===== src/rtl/skx_pkg.sv =====
package skx_pkg;
  localparam int KEY_W  = 128;
  localparam int WORD_W = 16;
  localparam int NUM_SK = 52;
  localparam int ROT    = 25;
  localparam int WPP    = KEY_W / WORD_W;      // words per pass
  localparam int IDX_W  = $clog2(NUM_SK);
  localparam int SEL_W  = $clog2(WPP);
endpackage


===== src/rtl/skx_ctrl.sv =====
module skx_ctrl
  import skx_pkg::*;
(
  input  logic             clk,
  input  logic             rst_ni,
  input  logic             start,
  output logic             busy,
  output logic [IDX_W-1:0] idx,
  output logic             rot_en,
  output logic             done
);
  logic [IDX_W-1:0] idx_q, idx_d;
  logic             busy_q, busy_d, done_q, done_d;
  logic             last;

  assign last   = (idx_q == IDX_W'(NUM_SK - 1));
  assign rot_en = busy_q && (idx_q[SEL_W-1:0] == SEL_W'(WPP - 1));

  always_comb begin
    idx_d  = idx_q;
    busy_d = busy_q;
    done_d = done_q;
    if (start) begin
      idx_d  = '0;
      busy_d = 1'b1;
      done_d = 1'b0;
    end else if (busy_q) begin
      if (last) begin
        busy_d = 1'b0;
        done_d = 1'b1;
        idx_d  = '0;
      end else begin
        idx_d = idx_q + IDX_W'(1);
      end
    end
  end

  always_ff @(posedge clk or negedge rst_ni) begin
    if (!rst_ni) begin
      idx_q  <= '0;
      busy_q <= 1'b0;
      done_q <= 1'b0;
    end else begin
      idx_q  <= idx_d;
      busy_q <= busy_d;
      done_q <= done_d;
    end
  end

  assign busy = busy_q;
  assign idx  = busy_q ? idx_q : '0;
  assign done = done_q;

  a_r8_index_step: assert property (@(posedge clk) disable iff (!rst_ni)
    busy && !start && !last |=> busy && idx == $past(idx) + IDX_W'(1));
  a_r4_stop_after_last: assert property (@(posedge clk) disable iff (!rst_ni)
    busy && !start && last |=> !busy && done);
  a_r5_done_hold: assert property (@(posedge clk) disable iff (!rst_ni)
    done && !start |=> done);
  a_r5_exclusive: assert property (@(posedge clk) disable iff (!rst_ni)
    !(busy && done));
  a_r6_restart: assert property (@(posedge clk) disable iff (!rst_ni)
    start |=> busy && idx == '0 && !done);
endmodule


===== src/rtl/skx_shift.sv =====
module skx_shift
  import skx_pkg::*;
(
  input  logic              clk,
  input  logic              rst_ni,
  input  logic              load,
  input  logic [KEY_W-1:0]  key,
  input  logic              rot_en,
  input  logic [SEL_W-1:0]  sel,
  output logic [WORD_W-1:0] word
);
  logic [KEY_W-1:0] work_q, work_d;
  logic             en;

  assign en = load | rot_en;

  always_comb begin
    if (load) work_d = key;
    else      work_d = {work_q[KEY_W-ROT-1:0], work_q[KEY_W-1:KEY_W-ROT]};
  end

  always_ff @(posedge clk or negedge rst_ni) begin
    if (!rst_ni)  work_q <= '0;
    else if (en)  work_q <= work_d;
  end

  // word 0 is the most significant
  always_comb begin
    word = '0;
    for (int w = 0; w < WPP; w++)
      if (sel == SEL_W'(w)) word = work_q[KEY_W-1-w*WORD_W -: WORD_W];
  end

  a_r9_idle_hold: assert property (@(posedge clk) disable iff (!rst_ni)
    !load && !rot_en |=> $stable(work_q));
  a_r2_load_top_word: assert property (@(posedge clk) disable iff (!rst_ni)
    load |=> work_q[KEY_W-1 -: WORD_W] == $past(key[KEY_W-1 -: WORD_W]));
endmodule


===== src/rtl/skx_store.sv =====
module skx_store
  import skx_pkg::*;
(
  input  logic              clk,
  input  logic              rst_ni,
  input  logic              we,
  input  logic [IDX_W-1:0]  wr_idx,
  input  logic [WORD_W-1:0] wr_word,
  input  logic [IDX_W-1:0]  rd_idx,
  output logic [WORD_W-1:0] rd_word
);
  logic [WORD_W-1:0] mem [NUM_SK];

  for (genvar e = 0; e < NUM_SK; e++) begin : g_ent
    logic hit;
    assign hit = we && (wr_idx == IDX_W'(e));
    always_ff @(posedge clk or negedge rst_ni) begin
      if (!rst_ni)  mem[e] <= '0;
      else if (hit) mem[e] <= wr_word;
    end
  end

  always_comb begin
    rd_word = '0;
    for (int e = 0; e < NUM_SK; e++)
      if (rd_idx == IDX_W'(e)) rd_word = mem[e];
  end

  a_r7_write_lands: assert property (@(posedge clk) disable iff (!rst_ni)
    we && rd_idx == wr_idx |=> rd_idx != $past(rd_idx) || rd_word == $past(wr_word));
endmodule


===== src/rtl/subkey_expander.sv =====
module subkey_expander
  import skx_pkg::*;
(
  input  logic              clk,
  input  logic              rst_n,
  input  logic              start,
  input  logic [KEY_W-1:0]  key_in,
  output logic              sk_valid,
  output logic [IDX_W-1:0]  sk_index,
  output logic [WORD_W-1:0] sk_word,
  output logic              done,
  input  logic [IDX_W-1:0]  rd_idx,
  output logic [WORD_W-1:0] rd_word
);
  logic [1:0] rst_sync_q;
  logic       rst_ni;
  logic       rot_en;

  always_ff @(posedge clk or negedge rst_n) begin
    if (!rst_n) rst_sync_q <= 2'b00;
    else        rst_sync_q <= {rst_sync_q[0], 1'b1};
  end
  assign rst_ni = rst_sync_q[1];

  skx_ctrl u_ctrl (
    .clk(clk), .rst_ni(rst_ni), .start(start),
    .busy(sk_valid), .idx(sk_index), .rot_en(rot_en), .done(done)
  );

  skx_shift u_shift (
    .clk(clk), .rst_ni(rst_ni), .load(start), .key(key_in),
    .rot_en(rot_en && !start), .sel(sk_index[SEL_W-1:0]), .word(sk_word)
  );

  skx_store u_store (
    .clk(clk), .rst_ni(rst_ni), .we(sk_valid && !start),
    .wr_idx(sk_index), .wr_word(sk_word),
    .rd_idx(rd_idx), .rd_word(rd_word)
  );

  a_r1_idle_outputs: assert property (@(posedge clk) disable iff (!rst_ni)
    !sk_valid |-> sk_index == '0);
endmodule


===== config.mk =====
export PLATFORM = sky130hd
export DESIGN_NAME = subkey_expander
export DESIGN_NICKNAME = d
export VERILOG_FILES = /design/src/rtl/skx_pkg.sv /design/src/rtl/skx_ctrl.sv /design/src/rtl/skx_shift.sv /design/src/rtl/skx_store.sv /design/src/rtl/subkey_expander.sv
export SDC_FILE = /design/constraint.sdc
export NUM_CORES = 2
export LEC_CHECK = 0
export ABC_CLOCK_PERIOD_IN_PS = 32600
export BUFFER_PORTS_ARGS = -buffer_cell sky130_fd_sc_hd__buf_2
export CAP_MARGIN = 20
export CORE_MARGIN = 8
export CORE_UTILIZATION = 54
export CTS_CLUSTER_DIAMETER = 40
export DETAILED_ROUTE_END_ITERATION = 8
export MAX_ROUTING_LAYER = met4
export PLACE_DENSITY = 0.69
export SETUP_SLACK_MARGIN = 0.5
export SLEW_MARGIN = 20
export SYNTH_ARGS = -nofsm -noshare
export SYNTH_HDL_FRONTEND = slang
export SYNTH_SLANG_ARGS = --single-unit

===== constraint.sdc =====
create_clock -name clk -period 32.6 [get_ports clk]
set_input_delay 6.52 -clock clk [delete_from_list [all_inputs] [get_ports clk]]
set_output_delay 6.52 -clock clk [all_outputs]
set_load 0.05 [all_outputs]

Word-level counts from Yosys, hierarchy flattened. Index checks and enable logic that the tools add are counted.

Output and inout bits: 40. Logic and storage cells: 303. Input bits: 137. Bits in registers: 970.

Bitwise operators: 1. Reduce and logical (&&, ||, !) cells: 62. Equality and inequality tests: 111. $add $sub $neg: 1. Multiplexer cells: 71.

Operators with widths (count): 16-bit two-way mux (60); 6-bit == test, second input constant (41); 6-bit by 5-bit == test with 1-bit output, second input constant (32); 128-bit two-way mux (1); 6-bit by 4-bit == test with 1-bit output, second input constant (16); 1-bit logical AND (55); 6-bit by 3-bit == test with 1-bit output, second input constant (8); 6-bit by 2-bit == test with 1-bit output, second input constant (4); 6-bit two-way mux (4); 3-bit == test, second input constant (5); 6-bit by 1-bit == test with 1-bit output, second input constant (2); 6-bit logical NOT (2); 6-bit by 1-bit adder with 6-bit output, second input constant (1); 3-bit by 2-bit == test with 1-bit output, second input constant (2); 1-bit two-way mux (6); 2-bit nonzero test (2); 3-bit by 1-bit == test with 1-bit output, second input constant (1); 3-bit logical NOT (1); 2-bit AND reduction (1); 1-bit logical NOT (1); 1-bit OR (1).

Depth between registers and ports, before layout.
Word-level depth: 53. Mapped depth: 13. Depth with buffers taken out: 7.

Hierarchy. From an unflattened synthesis, not the netlist that was laid out.

Cells, all modules: 4014. Area, all modules: 47446.8 um^2.

By module, submodules not included: skx_store (instances 1, area an instance 39666.8 um^2, cells an instance 3243, sequential area each 20820.0 um^2); skx_shift (instances 1, area an instance 7245.7 um^2, cells an instance 722, sequential area each 3203.1 um^2); skx_ctrl (instances 1, area an instance 467.9 um^2, cells an instance 44, sequential area each 200.2 um^2); subkey_expander (instances 1, area an instance 66.3 um^2, cells an instance 5, sequential area each 50.0 um^2).

Worst setup path before layout. No wires, ideal clock.

Kind: input to output. Start point: input port rd_idx[3]. End point: output port rd_word[1]. Data required time: 26.080 ns. Buffers on the path: 3. Stages on the path: 10. Arrival time: 8.932 ns. Setup slack: 17.148 ns. Path through: buf_6 or4b_1 buf_4 nor2_1 buf_4 a22oi_1 nand4_1 a311oi_1 or3_1 a21oi_1.

Word-level cells in the longest chain between the ends: 53.

Ends and longest elaborated chain: from (decl) (RTL line subkey_expander.sv:12) `input logic [IDX_W-1:0] rd_idx,`; 6-bit logical NOT (RTL line skx_store.sv:26) `if (rd_idx == IDX_W'(e)) rd_word = mem[e];`; 16-bit two-way mux (51 in series) (RTL line skx_store.sv:26); 16-bit two-way mux (*) (RTL line skx_store.sv:26); to (decl) (RTL line subkey_expander.sv:13) `output logic [WORD_W-1:0] rd_word`.

Every way passes the cells marked *; elsewhere a longest branch is shown, timed or not.

Worst setup path in the final report.
Start point: input port rd_idx[0]. End point: output port rd_word[1].

Same word-level chain as after synthesis.

==> key figures <==
Detailed routing
  – Top sig layer: met4
  – DRT antenna net count: 0
  – Drt first-iter violations: 5293
  – Met2 Wirelength: 71.63 mm
  – M1 WL: 65.68 mm
  – WL/cell: 27.06 um
  – Metal3 WL: 18.97 mm
  – DRC Markers: 0
  – Detailed-route via count: 39420
  – Routed WL: 165.5 mm
  – Vias/cell: 6.446
  – DRT Pass-1 Iters: 6

Timing
  – Clock skew: 0.04242 ns
  – FMAX: 55.79 MHz
  – Unrepaired setup endpoints after global routing: no
  – Worst-margin pin slew: 1.213 ns
  – Period Utilization, post-route: 54.98%
  – Setup violators final: 0
  – PnR worst setup slack: 14.68 ns
  – Fin. Hold Viols: 0
  – Final max-slew violation count: 0
  – Worst slew margin: 17.02%
  – Final Critical Period: 17.92 ns
  – Setup_tns: 0 ns

Clock tree
  – Post-CTS Setup Inserts: 0
  – Clock tree buffer depth: 3
  – Skew-Pair Late Insertion Delay: 0.76 ns
  – CTS clock-pin slew for the worst setup and hold paths: 0.06 ns
  – # clock sinks: 970
  – CTS tree: yes
  – H-tree levels: 4
  – Cts repair resizes: 0
  – CTS Hold Bufs: 0
  – Total CTS buffers: 144
  – Root Driver: clkbuf_16

Critical path
  – Crit path DAT: 11.40 ns
  – CP endpoint kind: primary output
  – Critical path launch point type: primary input
  – Crit path max fanout: 85
  – Worst EP required: 26.08 ns
  – CP Class: primary input to primary output

Placement
  – Number of port buffers: 176
  – DPL Wire Length: 106.7 mm
  – Placed inst area: 46930 um2
  – Pre-CTS WS: 14.98 ns
  – Placer Congestion: 1.009

Synth
  – Net count after synthesis: 4999
  – Synth Register Bits: 970
  – Register area share after synthesis: 53.15%
  – Async set or reset register ratio after synthesis: 100.0%
  – Cell Area, Synth: 45670 um2
  – Compound-cell area share of the yosys netlist: 21.55%
  – Post-synthesis mux area share: 5.523%
  – Post-synth cell types: 103
  – Post-synth EDFFs: 0
  – Synth Area in Simple Gates: 14.61%
  – Xor/xnor share of the synthesized area: 0.01918%
  – Syn_area_per_cell: 9.397 um2
  – Largest family of logic cells by synthesized area: compound AO/OA/AOI/OAI gates
  – Synth Area in Adders: 0.05479%
  – Syn Inst Count: 4860
  – Main synth FF type: dfrtp_1
  – Yosys Warn Count: 0

Power
  – LEAKAGE: 24.06 nW
  – VDD IR max: 60.25 uV
  – Pwr per Cell Area: 64.83 nW/um2

Final layout
  – Final net count: 4998
  – Share of cells above drive strength 1: 14.54%
  – Layout area overhead: 13.67%
  – Design area: 51910 um2

Global route
  – Initial antenna violation count: 4
  – Vias in the first global route: 37430
  – GRT Total Usage: 35.45%
  – GRT overflow: 0
  – Largest net degree at the start of global routing: 149
  – First-pass GRT wire length: 245.8 mm

Min path
  – HP Class: flop to async pin

Floorplanning
  – Die W: 306.8 um
  – Ports: 177
  – Die Ht: 306.8 um
  – Initial Utilization: 54.57%
  – Die area: 94130 um2
  – Row Count: 106
  – Total core area: 83690 um2

Status
  – Status: complete, no violations

Flow run
  – Max-cap violation count: 0
==> per-layer routing <==
metal | vias up | GRT usage, %
met5 | - | -
met4 | 0 | 17.48
met3 | 524 | 9.703
met2 | 2414 | 49.85
met1 | 19270 | 47.28
li1 | 17210 | -
==> area by class of cell <==
| class | count | area (um2) |
|---|---|---|
| Multi-Input combinational cell | 3423 | 19310 |
| Inverter | 26 | 102.6 |
| Fill cell | 7063 | 31780 |
| Clock inverter | 92 | 1044 |
| Timing Repair Buffer | 294 | 1842 |
| Tap cell | 1134 | 1419 |
| Clock buffer | 173 | 3906 |
| Sequential cell | 970 | 24280 |
| Antenna cell | 4 | 10.01 |
==> cells by family (layout without fill, tap and decap cells) <==
kind of cell / after synthesis / in the layout
xor+xnor: 1 / 1
buf+inv: 467 / 585
compound gates: 1623 / 1623
flops: 970 / 970
mux: 236 / 236
fa+ha+maj: 2 / 2
other cells: 1 / 5
simple gates: 1560 / 1560
==> report_power, final <==
| group | internal [mW] | leakage [nW] | switching (mW) | total, mW |
|---|---|---|---|---|
| Clock | 0.967 | 2.38 | 0.613 | 1.58 |
| Sequential | 1.29 | 13.0 | 0.0649 | 1.36 |
| Combinational | 0.108 | 8.72 | 0.318 | 0.426 |
==> synth_stat cells, types with 34 or more instances <==
library cell	instances	share of area, %
mux2i_1	198	4.3
o21ai_0	448	4.9
nand2_1	619	5.1
nand3_1	41	0.45
dfrtp_1	970	53
o21ai_1	140	1.5
nor2_1	673	5.5
clkbuf_1	234	1.9
nor3_1	42	0.46
o22ai_1	70	0.96
a22oi_1	72	1.2
buf_6	43	1.1
a21oi_1	567	6.2
buf_2	118	1.3
a221o_1	37	0.81
and3_1	34	0.47
==> path summary, 6_finish.rpt <==
path,from,to,slack (ns),cells past startpoint
max in group asynchronous,rst_n,rst_sync_q[1]$_DFF_PN0_,26.92,1
hold reg to reg,rst_sync_q[1]$_DFF_PN0_,u_store.mem[690]$_DFFE_PN0P_,0.35,0
setup reg to reg,u_ctrl.busy$_DFF_PN0_,u_store.mem[625]$_DFFE_PN0P_,28.49,8
min in group clk,rst_sync_q[0]$_DFF_PN0_,rst_sync_q[1]$_DFF_PN0_,0.35,0
hold / removal,rst_sync_q[1]$_DFF_PN0_,u_store.mem[690]$_DFFE_PN0P_,0.35,0
setup / recovery,rd_idx[0],rd_word[1],14.68,12
==> flip-flops by register name, summed over array words and instances (netlist names) <==
| signal | flops |
|---|---|
| u_ctrl.idx_q | 6 |
| rst_sync_q | 2 |
| u_shift.work_q | 128 |
| u_ctrl.busy | 1 |
| u_store.mem | 832 |
| u_ctrl.done | 1 |
==> critical path: stages <==
cell and delay, ns:
buf_8 0.42, buf_4 0.59, buf_4 0.60, nand2b_1 0.24
buf_4 0.43, nor2_2 0.25, a22oi_1 0.21, nand4_1 0.41
a311oi_1 0.78, or3_1 0.35, a21oi_1 0.20, buf_2 0.26
==> through the flow <==
step	power [mW]	std cells	hold WS, ns	util [%]
after detailed placement	1.791	5847	0.3379	56.07
after floorplan	1.639	4860	0.3312	-
after global placement	1.782	5846	0.3347	56.03
after global routing	3.460	6115	0.3510	62.02
final	3.365	6116	0.3452	62.03
after CTS	3.361	6112	0.3498	61.99
==> cells in the final DEF, fill, tap and decap left out, drive strengths merged, types with 7 or more instances in the layout <==
cell / n
bufinv: 12
clkbuf: 173
and3: 34
nor4: 16
a31oi: 14
mux4: 10
o211ai: 19
nand2b: 9
o21ai: 588
o32ai: 9
or3: 18
a2111oi: 17
and2: 12
clkinv: 35
mux2i: 198
o31ai: 8
o22ai: 71
nor3: 48
nor2b: 18
a22oi: 73
inv: 51
nor2: 679
mux2: 28
a211oi: 32
dfrtp: 970
a22o: 8
a32oi: 7
a221o: 37
nand3: 41
a221oi: 49
nand4: 12
clkinvlp: 20
o221ai: 17
nand2: 624
a21oi: 597
o2111ai: 8
buf: 294
No activity file was read; power rests on OpenSTA's default activity.
